$ cat config.mk
export PLATFORM = sky130hd
export DESIGN_NAME = pmu_mode_seq
export DESIGN_NICKNAME = d
export VERILOG_FILES = /design/src/rtl/pmu_pkg.sv /design/src/rtl/pmu_src_wait.sv /design/src/rtl/pmu_seq_ctl.sv /design/src/rtl/pmu_gate_ctl.sv /design/src/rtl/pmu_aon_bank.sv /design/src/rtl/pmu_mode_seq.sv
export SDC_FILE = /design/constraint.sdc
export NUM_CORES = 1
export LEC_CHECK = 0
export CAP_MARGIN = 20
export CORE_UTILIZATION = 55
export CTS_BUF_LIST = sky130_fd_sc_hd__clkbuf_4
export CTS_CLUSTER_DIAMETER = 30
export DETAILED_ROUTE_END_ITERATION = 12
export DONT_BUFFER_PORTS = 1
export PLACE_DENSITY = 0.73
export SYNTH_ARGS = -nofsm -noshare
export SYNTH_HDL_FRONTEND = slang
export SYNTH_SLANG_ARGS = --single-unit
export TNS_END_PERCENT = 20
$ cat constraint.sdc
create_clock -name clk -period 4.5 [get_ports clk]
set_clock_uncertainty 0.1 [all_clocks]
set_input_delay 1.35 -clock clk [delete_from_list [all_inputs] [get_ports clk]]
set_output_delay 1.35 -clock clk [all_outputs]
set_load 0.02 [all_outputs]
$ cat src/rtl/pmu_pkg.sv
// Shared types and helpers for the low-power mode sequencer.
// Assumes four clock sources with the PLL stacked on the crystal.
package pmu_pkg;

    typedef enum logic [2:0] {
        ST_RUN,
        ST_SLEEP,
        ST_PD,
        ST_PD_WAKE,
        ST_PD_UNGATE,
        ST_DPD,
        ST_DPD_PWRUP,
        ST_DPD_RST
    } pmu_state_e;

    localparam logic [1:0] SEL_PD  = 2'b01;
    localparam logic [1:0] SEL_DPD = 2'b10;

    localparam logic [1:0] MODE_RUN   = 2'd0;
    localparam logic [1:0] MODE_SLEEP = 2'd1;
    localparam logic [1:0] MODE_PD    = 2'd2;
    localparam logic [1:0] MODE_DPD   = 2'd3;

    // Source enable mask for a source selection
    function automatic logic [3:0] src_mask(input logic [1:0] sel);
        case (sel)
            2'd0:    return 4'b0001;
            2'd1:    return 4'b0010;
            2'd2:    return 4'b0100;
            default: return 4'b1100;
        endcase
    endfunction

    // Visible mode reported for each internal state
    function automatic logic [1:0] state_mode(input pmu_state_e s);
        case (s)
            ST_SLEEP:                            return MODE_SLEEP;
            ST_PD, ST_PD_WAKE, ST_PD_UNGATE:     return MODE_PD;
            ST_DPD, ST_DPD_PWRUP, ST_DPD_RST:    return MODE_DPD;
            default:                             return MODE_RUN;
        endcase
    endfunction

endpackage

$ cat src/rtl/pmu_src_wait.sv
// Clock source wake wait: once active, waits until every ready bit of the
// selected source is high, then counts that source's settle cycles.
// Assumes ready bits are synchronous to clk. A ready drop restarts the count.
module pmu_src_wait #(
    parameter int LPO_SETTLE = 0,
    parameter int IRC_SETTLE = 3,
    parameter int XO_SETTLE  = 10,
    parameter int PLL_SETTLE = 20
) (
    input  logic       clk,
    input  logic       rst_n,
    input  logic       active,
    input  logic [1:0] sel,
    input  logic [3:0] src_rdy,
    output logic       done
);
    import pmu_pkg::*;

    localparam int MAX_A  = (LPO_SETTLE > IRC_SETTLE) ? LPO_SETTLE : IRC_SETTLE;
    localparam int MAX_B  = (XO_SETTLE > PLL_SETTLE) ? XO_SETTLE : PLL_SETTLE;
    localparam int MAX_S  = (MAX_A > MAX_B) ? MAX_A : MAX_B;
    localparam int CW     = (MAX_S > 0) ? $clog2(MAX_S + 1) : 1;

    logic [CW-1:0] cnt;
    logic [CW-1:0] settle;
    logic          rdy_ok;

    // Pick the settle length for the selected source
    always_comb begin
        case (sel)
            2'd0:    settle = CW'(LPO_SETTLE);
            2'd1:    settle = CW'(IRC_SETTLE);
            2'd2:    settle = CW'(XO_SETTLE);
            default: settle = CW'(PLL_SETTLE);
        endcase
    end

    assign rdy_ok = &(src_rdy | ~src_mask(sel));
    assign done   = active && rdy_ok && (cnt >= settle);

    // Count settle cycles while the source reports ready
    always_ff @(posedge clk) begin
        if (!rst_n || !active || !rdy_ok) begin
            cnt <= '0;
        end else if (cnt < settle) begin
            cnt <= cnt + 1'b1;
        end
    end

endmodule

$ cat src/rtl/pmu_seq_ctl.sv
// Mode sequencer state machine: enters the selected stop state on a wait
// request, runs the wake handshakes and holds requests made mid-transition.
// Assumes wfi_req is a single-cycle pulse from the core.
module pmu_seq_ctl #(
    parameter int RST_HOLD = 4
) (
    input  logic                clk,
    input  logic                rst_n,
    input  logic                wfi_req,
    input  logic [1:0]          mode_sel,
    input  logic                irq,
    input  logic                wake_pin,
    input  logic                pwr_good,
    input  logic                src_done,
    output pmu_pkg::pmu_state_e state,
    output logic                wake_ack,
    output logic                dpd_enter
);
    import pmu_pkg::*;

    localparam int RW = (RST_HOLD > 1) ? $clog2(RST_HOLD + 1) : 1;
    localparam logic [RW-1:0] R_LAST = RW'(RST_HOLD - 1);

    pmu_state_e    nxt;
    logic          pend, pend_nxt, ack_nxt, go;
    logic [RW-1:0] rcnt;

    assign go = wfi_req || pend;

    // Next-state and acknowledge decision
    always_comb begin
        nxt     = state;
        ack_nxt = 1'b0;
        case (state)
            ST_RUN: if (go) begin
                case (mode_sel)
                    SEL_PD:  nxt = ST_PD;
                    SEL_DPD: nxt = ST_DPD;
                    default: nxt = ST_SLEEP;
                endcase
            end
            ST_SLEEP: if (irq || wake_pin) begin
                nxt     = ST_RUN;
                ack_nxt = 1'b1;
            end
            ST_PD:        if (irq || wake_pin) nxt = ST_PD_WAKE;
            ST_PD_WAKE:   if (src_done) nxt = ST_PD_UNGATE;
            ST_PD_UNGATE: begin
                nxt     = ST_RUN;
                ack_nxt = 1'b1;
            end
            ST_DPD:       if (wake_pin) nxt = ST_DPD_PWRUP;
            ST_DPD_PWRUP: if (pwr_good) nxt = ST_DPD_RST;
            ST_DPD_RST:   if (rcnt == R_LAST) nxt = ST_RUN;
            default:      nxt = ST_RUN;
        endcase
    end

    // Pending request: consumed in run, dropped while main domain is off
    always_comb begin
        case (state)
            ST_RUN, ST_DPD, ST_DPD_PWRUP, ST_DPD_RST: pend_nxt = 1'b0;
            default:                                  pend_nxt = pend || wfi_req;
        endcase
    end

    assign dpd_enter = (state == ST_RUN) && (nxt == ST_DPD);

    // State, pending latch, acknowledge and reset-hold counter
    always_ff @(posedge clk) begin
        if (!rst_n) begin
            state    <= ST_RUN;
            pend     <= 1'b0;
            wake_ack <= 1'b0;
            rcnt     <= '0;
        end else begin
            state    <= nxt;
            pend     <= pend_nxt;
            wake_ack <= ack_nxt;
            rcnt     <= (state == ST_DPD_RST) ? rcnt + 1'b1 : '0;
        end
    end

endmodule

$ cat src/rtl/pmu_gate_ctl.sv
// Gate and enable decode: maps the sequencer state to clock gates, analog
// enables, source enables, power switch and main reset.
// Assumes all outputs are registered or retimed downstream as needed.
module pmu_gate_ctl #(
    parameter int NPERIPH = 4,
    parameter int NANA    = 3
) (
    input  pmu_pkg::pmu_state_e state,
    input  logic [1:0]          clk_src,
    input  logic [NPERIPH-1:0]  periph_en,
    input  logic [NANA-1:0]     pd_keep,
    input  logic                pd_osc_keep,
    output logic                core_clk_en,
    output logic [NPERIPH-1:0]  periph_clk_en,
    output logic [NANA-1:0]     ana_en,
    output logic [3:0]          src_en,
    output logic                main_pwr_on,
    output logic                main_rst_n
);
    import pmu_pkg::*;

    logic [3:0] mask;
    assign mask = src_mask(clk_src);

    // Per-state decode of every controlled resource
    always_comb begin
        core_clk_en   = 1'b0;
        periph_clk_en = '0;
        ana_en        = '1;
        src_en        = mask;
        main_pwr_on   = 1'b1;
        main_rst_n    = 1'b1;
        case (state)
            ST_RUN, ST_PD_UNGATE: begin
                core_clk_en   = 1'b1;
                periph_clk_en = periph_en;
            end
            ST_SLEEP: periph_clk_en = periph_en;
            ST_PD: begin
                ana_en = pd_keep;
                src_en = pd_osc_keep ? mask : 4'b0000;
            end
            ST_PD_WAKE: ;
            ST_DPD: begin
                ana_en      = '0;
                src_en      = 4'b0000;
                main_pwr_on = 1'b0;
                main_rst_n  = 1'b0;
            end
            ST_DPD_PWRUP: begin
                ana_en     = '0;
                src_en     = 4'b0000;
                main_rst_n = 1'b0;
            end
            ST_DPD_RST: main_rst_n = 1'b0;
            default: ;
        endcase
    end

endmodule

$ cat src/rtl/pmu_aon_bank.sv
// Always-on retained registers plus the deep power-down flag. Cleared only
// by the power-on reset. Writes are accepted only while the main domain is
// powered and out of reset.
module pmu_aon_bank #(
    parameter int NREG = 4,
    parameter int DW   = 8,
    parameter int AW   = 2
) (
    input  logic          clk,
    input  logic          rst_n,
    input  logic          wr_ok,
    input  logic          we,
    input  logic [AW-1:0] addr,
    input  logic [DW-1:0] wdata,
    input  logic          flag_set,
    input  logic          flag_clr,
    output logic [DW-1:0] rdata,
    output logic          flag
);
    logic [DW-1:0] regs [NREG];

    for (genvar g = 0; g < NREG; g++) begin : g_reg
        // One retained word, written only while the main domain is alive
        always_ff @(posedge clk) begin
            if (!rst_n) begin
                regs[g] <= '0;
            end else if (wr_ok && we && (addr == AW'(g))) begin
                regs[g] <= wdata;
            end
        end
    end

    assign rdata = (int'(addr) < NREG) ? regs[addr] : '0;

    // Deep power-down flag: set on entry, cleared by a live main domain
    always_ff @(posedge clk) begin
        if (!rst_n) begin
            flag <= 1'b0;
        end else if (flag_set) begin
            flag <= 1'b1;
        end else if (flag_clr && wr_ok) begin
            flag <= 1'b0;
        end
    end

endmodule

$ cat src/rtl/pmu_mode_seq.sv
// Low-power mode sequencer top: wires the state machine, source wait,
// gate decode and retained bank together. Runs on an always-on clock.
// Assumes all inputs are synchronous to clk.
module pmu_mode_seq #(
    parameter int NPERIPH    = 4,
    parameter int NANA       = 3,
    parameter int AON_REGS   = 4,
    parameter int AON_DW     = 8,
    parameter int LPO_SETTLE = 0,
    parameter int IRC_SETTLE = 3,
    parameter int XO_SETTLE  = 10,
    parameter int PLL_SETTLE = 20,
    parameter int RST_HOLD   = 4,
    localparam int AON_AW    = (AON_REGS > 1) ? $clog2(AON_REGS) : 1
) (
    input  logic               clk,
    input  logic               rst_n,
    input  logic               wfi_req,
    input  logic [1:0]         mode_sel,
    input  logic [1:0]         clk_src,
    input  logic [NPERIPH-1:0] periph_en,
    input  logic [NANA-1:0]    pd_keep,
    input  logic               pd_osc_keep,
    input  logic               irq,
    input  logic               wake_pin,
    input  logic [3:0]         src_rdy,
    input  logic               pwr_good,
    input  logic               aon_we,
    input  logic [AON_AW-1:0]  aon_addr,
    input  logic [AON_DW-1:0]  aon_wdata,
    input  logic               dpd_flag_clr,
    output logic               core_clk_en,
    output logic [NPERIPH-1:0] periph_clk_en,
    output logic [NANA-1:0]    ana_en,
    output logic [3:0]         src_en,
    output logic               main_pwr_on,
    output logic               main_rst_n,
    output logic               wake_ack,
    output logic [1:0]         mode_o,
    output logic               dpd_flag,
    output logic [AON_DW-1:0]  aon_rdata
);
    import pmu_pkg::*;

    pmu_state_e state;
    logic       src_done, dpd_enter;

    pmu_seq_ctl #(.RST_HOLD(RST_HOLD)) i_ctl (
        .clk       (clk),
        .rst_n     (rst_n),
        .wfi_req   (wfi_req),
        .mode_sel  (mode_sel),
        .irq       (irq),
        .wake_pin  (wake_pin),
        .pwr_good  (pwr_good),
        .src_done  (src_done),
        .state     (state),
        .wake_ack  (wake_ack),
        .dpd_enter (dpd_enter)
    );

    pmu_src_wait #(
        .LPO_SETTLE (LPO_SETTLE),
        .IRC_SETTLE (IRC_SETTLE),
        .XO_SETTLE  (XO_SETTLE),
        .PLL_SETTLE (PLL_SETTLE)
    ) i_wait (
        .clk     (clk),
        .rst_n   (rst_n),
        .active  (state == ST_PD_WAKE),
        .sel     (clk_src),
        .src_rdy (src_rdy),
        .done    (src_done)
    );

    pmu_gate_ctl #(.NPERIPH(NPERIPH), .NANA(NANA)) i_gate (
        .state         (state),
        .clk_src       (clk_src),
        .periph_en     (periph_en),
        .pd_keep       (pd_keep),
        .pd_osc_keep   (pd_osc_keep),
        .core_clk_en   (core_clk_en),
        .periph_clk_en (periph_clk_en),
        .ana_en        (ana_en),
        .src_en        (src_en),
        .main_pwr_on   (main_pwr_on),
        .main_rst_n    (main_rst_n)
    );

    pmu_aon_bank #(.NREG(AON_REGS), .DW(AON_DW), .AW(AON_AW)) i_aon (
        .clk      (clk),
        .rst_n    (rst_n),
        .wr_ok    (main_pwr_on && main_rst_n),
        .we       (aon_we),
        .addr     (aon_addr),
        .wdata    (aon_wdata),
        .flag_set (dpd_enter),
        .flag_clr (dpd_flag_clr),
        .rdata    (aon_rdata),
        .flag     (dpd_flag)
    );

    assign mode_o = state_mode(state);

endmodule

==> results.tsv, run 1 <==
stage	metric	value	unit
synthesis	top cells by area, synth	edfxtp_1 (37%), dfxtp_1 (11%), and2_1 (9.4%), mux4_2 (6.9%), ha_1 (5.8%)	
floorplanning	Cell Rows	24	
floorplanning	Horiz. Die Dim	70.7	um
flow_run	Max Cap Viol	0	
synthesis	synthesized instance count	237	
critical_path	CP startpoint kind	primary input	
clocking	Post-CTS Setup Repair Bufs	0	
run_status	failing checks	design-rule violations	
clocking	cts hold-fix bufs	0	
timing	Slew Limit Fails	0	
min_path	Hold Path Depth	1	
routing	Max Used Layer	met4	
clocking	clk root buf	clkbuf_4	
clocking	CTS Sinks	46	
timing	unrepaired setup endpoints after global routing	false	
timing	min cycle time layout	3680	ps
pwr	total power	0.000961	W
routing	met1 wire length	2.30	mm
routing	metal2 WL	2.31	mm
global_routing	initial antenna violation count	0	
critical_path	WP data required	3050	ps
critical_path	Data arrival, critical path	2230	ps
timing	Final setup viols	0	
final_layout	final core utilization	60.8	%
floorplanning	CORE AREA	0.00444	sq mm
clocking	insertion delay to the later sink of the worst-skew pair	340	ps
global_routing	largest net degree at the start of global routing	17	
critical_path	FF-to-FF path depth	4	
min_path	worst hold path type	reg2reg	
critical_path	worst stage delay on the critical path	340	ps
timing	Final Hold Fails	0	
global_routing	grt total ovfl	0	
critical_path	worst-path cell chain	ha_1 > nand2_1 > o22ai_1 > nand2_1 > o21ai_0	
run_status	status	finished, violations left	
critical_path	Crit Path Category	in2out	
routing	Vias/cell	5.94	
critical_path	crit-path max FO	10	
synthesis	Synth Warn #	0	
routing	routed len/inst	16.5	um
pwr	LEAKAGE	1.06	nW
routing	remaining antenna violation count	0	
floorplanning	Die ar.	0.00500	sq mm
timing	period utilization	81.7	%
routing	DRC	2	
synthesis	Mean Syn Cell Area	11.0	sq um
final_layout	ant diodes	0	
global_routing	first-pass GRT wire length	7.81	mm
final_layout	Final nets	286	
clocking	clk buf depth	2	
floorplanning	DIE HEIGHT	70.7	um
synthesis	Yosys reg bits	46	
synthesis	Async SR Flop Fraction	0	%
synthesis	post-synth cell types	45	
place	DP Wirelength	3.57	mm
synthesis	top_reg_cell synth	edfxtp_1	
final_layout	fill count	383	
final_layout	area growth from synthesis to layout	4.14	%
floorplanning	Starting Density	58.4	%
synthesis	share of the synthesized area in the top cell type	37.0	%
synthesis	synthesized area	0.00260	sq mm
clocking	CTS tree	built	
timing	Setup TNS	0	ps
place	RePlAce Congestion	0.806	
pwr	Power Dens Cells	355	mW/mm^2
critical_path	Crit path top cell by count	nand2_1	
timing	fmax	272	MHz
clocking	CTS buffer count	5	
routing	met3 wire length	192	um
synthesis	Post-synth EDFFs	32	
critical_path	Critical-path top delay cell	ha_1	
timing	Slew @ Worst Pin	867	ps
synthesis	biggest area consumer among synthesized cells	edfxtp_1	
synthesis	commonest cells in the netlist	and2_1 (39), edfxtp_1 (32), nand2_1 (23), dfxtp_1 (14), nor2_1 (13)	
pwr	worst IR drop on VDD	219	uV
timing	Slew HR	41.7	%
place	port bufs	0	
routing	first-pass iteration count of the detailed router	8	
synthesis	Mapped Nets	283	
routing	routed via count	1740	
routing	Total Routed Length	4.84	mm
critical_path	critical path capture point type	output pin	
global_routing	Global Route Usage Sum	20.3	%
clocking	post-CTS resize count	0	
global_routing	vias in the first global route	1588	
clocking	clock slew seen by the registers of the worst setup and hold paths	120	ps
synthesis	top-count cell post-synth	and2_1	
final_layout	fraction of layout cells with a size suffix above 1	10.8	%
clocking	htree depth	2	
routing	DR iter-0 viols	103	
floorplanning	I/O pin cnt	60	
synthesis	sequential share of the synthesized area	47.8	%
## registers in the layout (all words and copies together), names as in the netlist
| signal | count |
|---|---|
| i_aon.regs | 32 |
| i_wait.cnt | 5 |
| i_ctl.rcnt | 3 |
| i_ctl.state | 3 |
| i_aon.flag | 1 |
| i_ctl.pend | 1 |
| i_ctl.wake_ack | 1 |
## kinds of logic (layout without fill, tap and decap cells)
logic type               count (synthesis)  after routing  share of synthesized area, %
adder cells (fa/ha/maj)                 12             12                          5.78
AO/OA/AOI/OAI                           44             44                          12.7
multiplexers                            12             12                          8.48
flip-flops                              46             46                          47.8
AND/OR/NAND/NOR                        104            104                          22.1
buffers and inverters                   19             23                          3.18
## metal layers
metal / vias to the layer above / global-route usage (%)
li1: 868 / -
met1: 840 / 29.4
met2: 28 / 31.0
met3: 4 / 5.13
met4: 0 / 4.67
met5: - / 0
## worst max-delay path, delay by kind of cell
kind                     cells  cell delay [ps]
AO/OA/AOI/OAI                2              380
AND/OR/NAND/NOR              2              150
adder cells (fa/ha/maj)      1              340
## where the power goes
group          internal [W]  switching, W
clock             0.0000650      0.000124
sequential         0.000484     0.0000425
combinational     0.0000813      0.000165
## through the flow
| stage | worst slack (ps) | area, sq um | hold WS [ps] | cells |
|---|---|---|---|---|
| after floorplan | 865 | 2600 | 299 | 237 |
| after global placement | 852 | 2650 | 311 | 285 |
| final | 822 | 2700 | 347 | 293 |
| after global routing | 716 | 2700 | 377 | 293 |
| after CTS | 816 | 2700 | 344 | 293 |
| after detailed placement | 818 | 2650 | 326 | 285 |
## path summary, 6_finish.rpt
| path | slack, ps | to | from |
|---|---|---|---|
| max | 820 | src_en[3] | clk_src[0] |
| min reg2reg | 350 | i_ctl.rcnt[0] | i_ctl.rcnt[0] |
| max reg2reg | 2060 | i_aon.regs[3][2] | i_ctl.state[1] |
| min | 350 | i_ctl.rcnt[0] | i_ctl.rcnt[0] |
## layout make-up
type / count / area, sq um / area share [%]
Clock buffer: 6 / 45.0 / 1.67
Timing Repair Buffer: 4 / 30.0 / 1.11
Multi-Input combinational cell: 172 / 1270 / 47.1
Clock inverter: 2 / 8.76 / 0.324
Inverter: 11 / 41.3 / 1.53
Sequential cell: 46 / 1240 / 45.9
Tap cell: 52 / 65.1 / 2.41
## layout by cell type, fill, tap and decap left out, drive strengths merged, types with 2 or more instances in the layout
master,instances
o211a,2
inv,11
nand2,23
mux4,8
and3,3
o31ai,2
dfxtp,14
o21a,3
nand4,2
o2111ai,4
nor2,13
clkinv,2
edfxtp,32
mux2i,4
nor2b,7
o21ai,14
nand2b,5
ha,12
o2111a,2
or3,4
nor3,3
clkbuf,6
buf,4
a21oi,9
and2,39
No activity file was read; power rests on OpenSTA's default activity.
==> run 2, diff against run 1 <==
--- a/config.mk
+++ b/config.mk
@@ -5,13 +5,14 @@
 export SDC_FILE = /design/constraint.sdc
 export NUM_CORES = 1
 export LEC_CHECK = 0
+export ABC_AREA = 1
 export CAP_MARGIN = 20
 export CORE_UTILIZATION = 55
 export CTS_BUF_LIST = sky130_fd_sc_hd__clkbuf_4
 export CTS_CLUSTER_DIAMETER = 30
 export DETAILED_ROUTE_END_ITERATION = 12
 export DONT_BUFFER_PORTS = 1
-export PLACE_DENSITY = 0.73
+export PLACE_DENSITY = 0.76
 export SYNTH_ARGS = -nofsm -noshare
 export SYNTH_HDL_FRONTEND = slang
 export SYNTH_SLANG_ARGS = --single-unit
==> constraint.sdc (replaced) <==
create_clock -name clk -period 3.2 [get_ports clk]
set_clock_uncertainty 0.1 [all_clocks]
set_input_delay 0.96 -clock clk [delete_from_list [all_inputs] [get_ports clk]]
set_output_delay 0.96 -clock clk [all_outputs]
set_load 0.02 [all_outputs]
==> results.tsv, run 2 <==
stage	metric	value	unit
final_layout	ant diodes	0	
clocking	insertion delay to the later sink of the worst-skew pair	360	ps
critical_path	worst-path cell chain	inv_1 > nor2_1 > nand2_2 > o21ai_0 > o32ai_1 > buf_4	
timing	Slew HR	61.1	%
synthesis	Synth Warn #	0	
clocking	cts hold-fix bufs	0	
clocking	post-CTS resize count	0	
final_layout	final core utilization	60.2	%
routing	routed via count	1915	
synthesis	sequential share of the synthesized area	50.2	%
place	RePlAce Congestion	0.803	
final_layout	Finished Layout Cells	350	
final_layout	Final nets	343	
final_layout	fraction of layout cells with a size suffix above 1	10.1	%
min_path	hold_sp	i_ctl.rcnt[0]	
timing	Setup TNS	0	ps
critical_path	FF-to-FF path depth	7	
synthesis	Yosys reg bits	46	
critical_path	Crit Reg-Reg Startpoint	i_ctl.state[1]	
synthesis	synthesized instance count	290	
routing	Total Routed Length	4.97	mm
global_routing	grt total ovfl	0	
clocking	clk buf depth	2	
synthesis	Mean Syn Cell Area	8.53	sq um
timing	Slew Limit Fails	0	
global_routing	largest net degree at the start of global routing	16	
routing	remaining antenna violation count	0	
synthesis	top cells by area, synth	edfxtp_1 (39%), dfxtp_1 (11%), nor2_1 (8.6%), nand2_1 (8.3%), ha_1 (6.1%)	
final_layout	Top reg by flops	i_aon.regs	
pwr	Power Dens Cells	547	mW/mm^2
timing	fmax	340	MHz
synthesis	commonest cells in the netlist	nor2_1 (57), nand2_1 (55), inv_1 (39), edfxtp_1 (32), nand3_1 (18)	
critical_path	delay-heaviest family, CP	flip-flops	
final_layout	most frequent cells in the layout	nor2_1 (57), nand2_1 (55), inv_1 (39)	
floorplanning	DIE HEIGHT	69.1	um
timing	Final Hold Fails	0	
place	Area after DPL	0.00254	sq mm
clocking	clock slew seen by the registers of the worst setup and hold paths	140	ps
timing	unrepaired setup endpoints after global routing	false	
timing	period utilization	91.9	%
pwr	worst IR drop on VDD	267	uV
place	DP Wirelength	3.67	mm
floorplanning	I/O pin cnt	60	
critical_path	CP startpoint kind	flop	
synthesis	Mapped Nets	336	
run_status	status	finished clean	
routing	Vias/cell	5.47	
routing	DR iter-0 viols	243	
critical_path	worst r2r dst	i_aon.regs[3][1]	
clocking	CTS tree	built	
critical_path	Data arrival, critical path	1880	ps
flow_run	Max Cap Viol	0	
min_path	Hold Path Depth	1	
synthesis	share of the synthesized area in the top cell type	38.8	%
global_routing	first-pass GRT wire length	8.45	mm
clocking	clk root buf	clkbuf_4	
floorplanning	Starting Density	56.8	%
place	cell total after placement	342	
synthesis	top_reg_cell synth	edfxtp_1	
clocking	Post-CTS Setup Repair Bufs	0	
synthesis	top-count cell post-synth	nor2_1	
critical_path	critical path capture point type	output pin	
critical_path	crit-path max FO	5	
floorplanning	Cell Rows	24	
timing	Final setup viols	0	
critical_path	R2R setup slack	1390	ps
critical_path	Crit Path Category	reg2out	
synthesis	Post-synth EDFFs	32	
clocking	CTS Sinks	46	
critical_path	CP bufs+invs	2	
routing	routed len/inst	14.2	um
final_layout	most common cell after layout, fill and taps aside	nor2_1	
synthesis	synthesized area	0.00247	sq mm
global_routing	initial antenna violation count	0	
floorplanning	CORE AREA	0.00435	sq mm
min_path	worst hold path type	reg2reg	
routing	DRC	0	
synthesis	post-synth cell types	31	
timing	Slew @ Worst Pin	578	ps
final_layout	largest registers	i_aon.regs x32, i_wait.cnt x5	
global_routing	vias in the first global route	1818	
critical_path	Critical-path top delay cell	dfxtp_1	
clocking	CTS buffer count	5	
critical_path	WP data required	2140	ps
routing	first-pass iteration count of the detailed router	4	
pwr	LEAKAGE	1.14	nW
global_routing	Global Route Usage Sum	22.5	%
synthesis	biggest area consumer among synthesized cells	edfxtp_1	
floorplanning	Horiz. Die Dim	69.1	um
floorplanning	Die ar.	0.00477	sq mm
critical_path	worst stage delay on the critical path	430	ps
final_layout	Largest register FFs	32	
final_layout	post-route cell area	0.00262	sq mm
place	port bufs	0	
min_path	Hold Path End	i_ctl.rcnt[0]	
final_layout	area growth from synthesis to layout	5.97	%
clocking	htree depth	2	
timing	min cycle time layout	2940	ps
synthesis	Async SR Flop Fraction	0	%
==> run 2: cell count changes in the layout (fill, tap and decap cells not counted), moves of 5 or more <==
cell | before | now
and2_1 | 39 | 0
nand2b_1 | 5 | 0
o21ai_0 | 12 | 5
nand2_1 | 23 | 55
inv_1 | 11 | 39
a22oi_1 | 0 | 12
mux4_2 | 8 | 0
nand3_1 | 1 | 18
inv_2 | 0 | 5
nor2b_1 | 5 | 0
nor2_1 | 13 | 57
==> run 2: worst max-delay path by stage <==
stage                        start           end  slack (ps)  cells past startpoint
global route        i_ctl.state[0]     src_en[3]         140                      6
CTS                 i_ctl.state[0]     src_en[3]         260                      6
global placement       aon_addr[0]  aon_rdata[3]         400                      4
floorplan               clk_src[0]     src_en[3]         310                      3
finish              i_ctl.state[0]     src_en[3]         260                      6
detailed placement     aon_addr[0]  aon_rdata[3]         350                      4
==> run 2: stage by stage <==
stage               hold WS (ps)  setup WS [ps]  total power (W)
finish                       333            259          0.00143
global route                 359            136          0.00151
CTS                          335            258          0.00144
detailed placement           317            351          0.00109
global placement             309            402          0.00109
floorplan                    299            309          0.00103
==> run 2: cell type report <==
| class | count | area [sq um] |
|---|---|---|
| flip-flops and latches | 46 | 1240 |
| clock inverters | 3 | 45.0 |
| repair buffers | 2 | 15.0 |
| clock buffers | 5 | 37.5 |
| inverters | 46 | 173 |
| fillers | 400 | 1730 |
| multi-input cells | 196 | 1050 |
| well taps | 52 | 65.1 |
==> run 2: report_power, final <==
group | leakage [nW] | internal, W | switching (W)
registers | 0.448 | 0.000679 | 0.0000294
clock network | 0.0374 | 0.000164 | 0.000191
logic | 0.657 | 0.0000890 | 0.000282
==> run 2: cells by family after synthesis <==
family / Yosys count / synth area share [%]
flops: 46 / 50.2
fa+ha+maj: 12 / 6.07
compound gates: 30 / 7.84
buf+inv: 48 / 7.58
xor+xnor: 3 / 1.06
simple gates: 151 / 27.3
==> run 2: metal layers <==
| layer | vias up | global-route usage (%) | share of wire, % |
|---|---|---|---|
| met5 | - | 0 | 0 |
| met4 | 0 | 5.67 | 0.54 |
| met3 | 4 | 5.56 | 10 |
| met2 | 92 | 36.2 | 47 |
| met1 | 856 | 30.7 | 43 |
| li1 | 963 | - | - |
==> run 3, diff against run 2 <==
--- a/config.mk
+++ b/config.mk
@@ -12,7 +12,7 @@
 export CTS_CLUSTER_DIAMETER = 30
 export DETAILED_ROUTE_END_ITERATION = 12
 export DONT_BUFFER_PORTS = 1
-export PLACE_DENSITY = 0.76
+export PLACE_DENSITY = 0.75
 export SYNTH_ARGS = -nofsm -noshare
 export SYNTH_HDL_FRONTEND = slang
 export SYNTH_SLANG_ARGS = --single-unit
==> results.tsv, run 3 (synthesis results as in run 2) <==
stage	metric	value	unit
final_layout	Largest register FFs	32	
critical_path	worst r2r dst	i_aon.regs[1][1]	
clocking	CTS tree	built	
critical_path	Crit Reg-Reg Startpoint	i_ctl.state[1]	
final_layout	most common cell after layout, fill and taps aside	nor2_1	
critical_path	R2R setup slack	1450	ps
timing	fmax	343	MHz
place	DP Wirelength	3.76	mm
routing	routed via count	1894	
timing	Slew @ Worst Pin	569	ps
clocking	clk buf depth	2	
routing	Vias/cell	5.41	
routing	remaining antenna violation count	0	
clocking	CTS buffer count	5	
critical_path	CP startpoint kind	flop	
final_layout	fraction of layout cells with a size suffix above 1	10.1	%
critical_path	worst stage delay on the critical path	420	ps
clocking	post-CTS resize count	0	
routing	Total Routed Length	4.87	mm
critical_path	delay-heaviest family, CP	flip-flops	
final_layout	most frequent cells in the layout	nor2_1 (57), nand2_1 (55), inv_1 (39)	
clocking	clock slew seen by the registers of the worst setup and hold paths	130	ps
critical_path	Data arrival, critical path	1850	ps
floorplanning	Die ar.	0.00477	sq mm
critical_path	FF-to-FF path depth	7	
global_routing	Global Route Usage Sum	21.7	%
clocking	cts hold-fix bufs	0	
min_path	worst hold path type	reg2reg	
floorplanning	Starting Density	56.8	%
timing	Final setup viols	0	
routing	first-pass iteration count of the detailed router	7	
place	RePlAce Congestion	0.847	
critical_path	WP depth	6	
timing	Slew HR	61.6	%
pwr	Power Dens Cells	524	mW/mm^2
critical_path	critical path capture point type	output pin	
critical_path	crit-path max FO	5	
clocking	clk root buf	clkbuf_4	
routing	routed len/inst	13.9	um
critical_path	Crit Path Category	reg2out	
timing	unrepaired setup endpoints after global routing	false	
global_routing	largest net degree at the start of global routing	16	
flow_run	Max Cap Viol	0	
routing	DRC	0	
critical_path	WP data required	2140	ps
critical_path	Critical-path top delay cell	dfxtp_1	
routing	DR iter-0 viols	215	
global_routing	vias in the first global route	1709	
critical_path	CP bufs+invs	2	
global_routing	initial antenna violation count	0	
timing	Slew Limit Fails	0	
critical_path	Setup crit start	i_ctl.state[0]	
timing	min cycle time layout	2910	ps
place	port bufs	0	
critical_path	crit path capture	src_en[3]	
floorplanning	CORE AREA	0.00435	sq mm
timing	Setup TNS	0	ps
floorplanning	DIE HEIGHT	69.1	um
final_layout	area growth from synthesis to layout	5.06	%
final_layout	ant diodes	0	
final_layout	Final nets	343	
critical_path	worst-path cell chain	inv_1 > nor2_1 > nand2_2 > o21ai_0 > o32ai_1 > buf_4	
clocking	htree depth	2	
final_layout	Top reg by flops	i_aon.regs	
pwr	worst IR drop on VDD	312	uV
pwr	LEAKAGE	1.14	nW
clocking	CTS Sinks	46	
global_routing	grt total ovfl	0	
clocking	insertion delay to the later sink of the worst-skew pair	350	ps
floorplanning	Cell Rows	24	
timing	Final Hold Fails	0	
pwr	total power	0.00136	W
global_routing	first-pass GRT wire length	8.16	mm
clocking	Post-CTS Setup Repair Bufs	0	
floorplanning	I/O pin cnt	60	
floorplanning	Horiz. Die Dim	69.1	um
final_layout	largest registers	i_aon.regs x32, i_wait.cnt x5	
run_status	status	finished clean	
timing	period utilization	91.0	%
==> run 3: power breakdown <==
group	leakage (nW)	internal (W)	switching (W)
sequential	0.448	0.000679	0.0000300
combinational	0.657	0.0000891	0.000281
clock	0.0368	0.000113	0.000169
total	1.14	0.000882	0.000480
==> run 3: routing by layer <==
| metal | wire (um) | vias up | part of all wire (%) | global-route usage (%) |
|---|---|---|---|---|
| li1 | - | 958 | - | - |
| met1 | 2310 | 866 | 47 | 31.8 |
| met2 | 2210 | 62 | 45 | 32.7 |
| met3 | 291 | 8 | 6.0 | 3.80 |
| met4 | 57 | 0 | 1.2 | 6.80 |
| met5 | 0 | - | 0 | 0 |
==> run 3: area by class of cell <==
cell class,instances,area (sq um)
clock buffers,8,60.1
inverters,46,173
repair buffers,2,15.0
well taps,52,65.1
multi-input cells,196,1050
fillers,401,1750
flip-flops and latches,46,1240
==> run 3: worst min-delay path by stage <==
| stage | cells after the start | start | end |
|---|---|---|---|
| 6_report | 1 | i_ctl.rcnt[0] | i_ctl.rcnt[0] |
| 5_1_grt | 1 | i_ctl.rcnt[0] | i_ctl.rcnt[0] |
| 4_1_cts | 1 | i_ctl.rcnt[0] | i_ctl.rcnt[0] |
| 3_5_place_dp | 1 | i_ctl.rcnt[0] | i_ctl.rcnt[0] |
| 3_3_place_gp | 1 | i_ctl.rcnt[0] | i_ctl.rcnt[0] |
| 2_1_floorplan | 1 | i_ctl.rcnt[0] | i_ctl.rcnt[0] |
==> run 3: stage by stage <==
stage | setup slack, ps | std cells | area (sq um) | utilization [%] | hold WS (ps)
2_1_floorplan | 309 | 290 | 2470 | - | 299
3_3_place_gp | 412 | 342 | 2540 | 58.3 | 308
3_5_place_dp | 390 | 342 | 2540 | 58.3 | 331
4_1_cts | 269 | 350 | 2600 | 59.7 | 351
5_1_grt | 104 | 350 | 2600 | 59.7 | 374
6_report | 288 | 350 | 2600 | 59.7 | 347
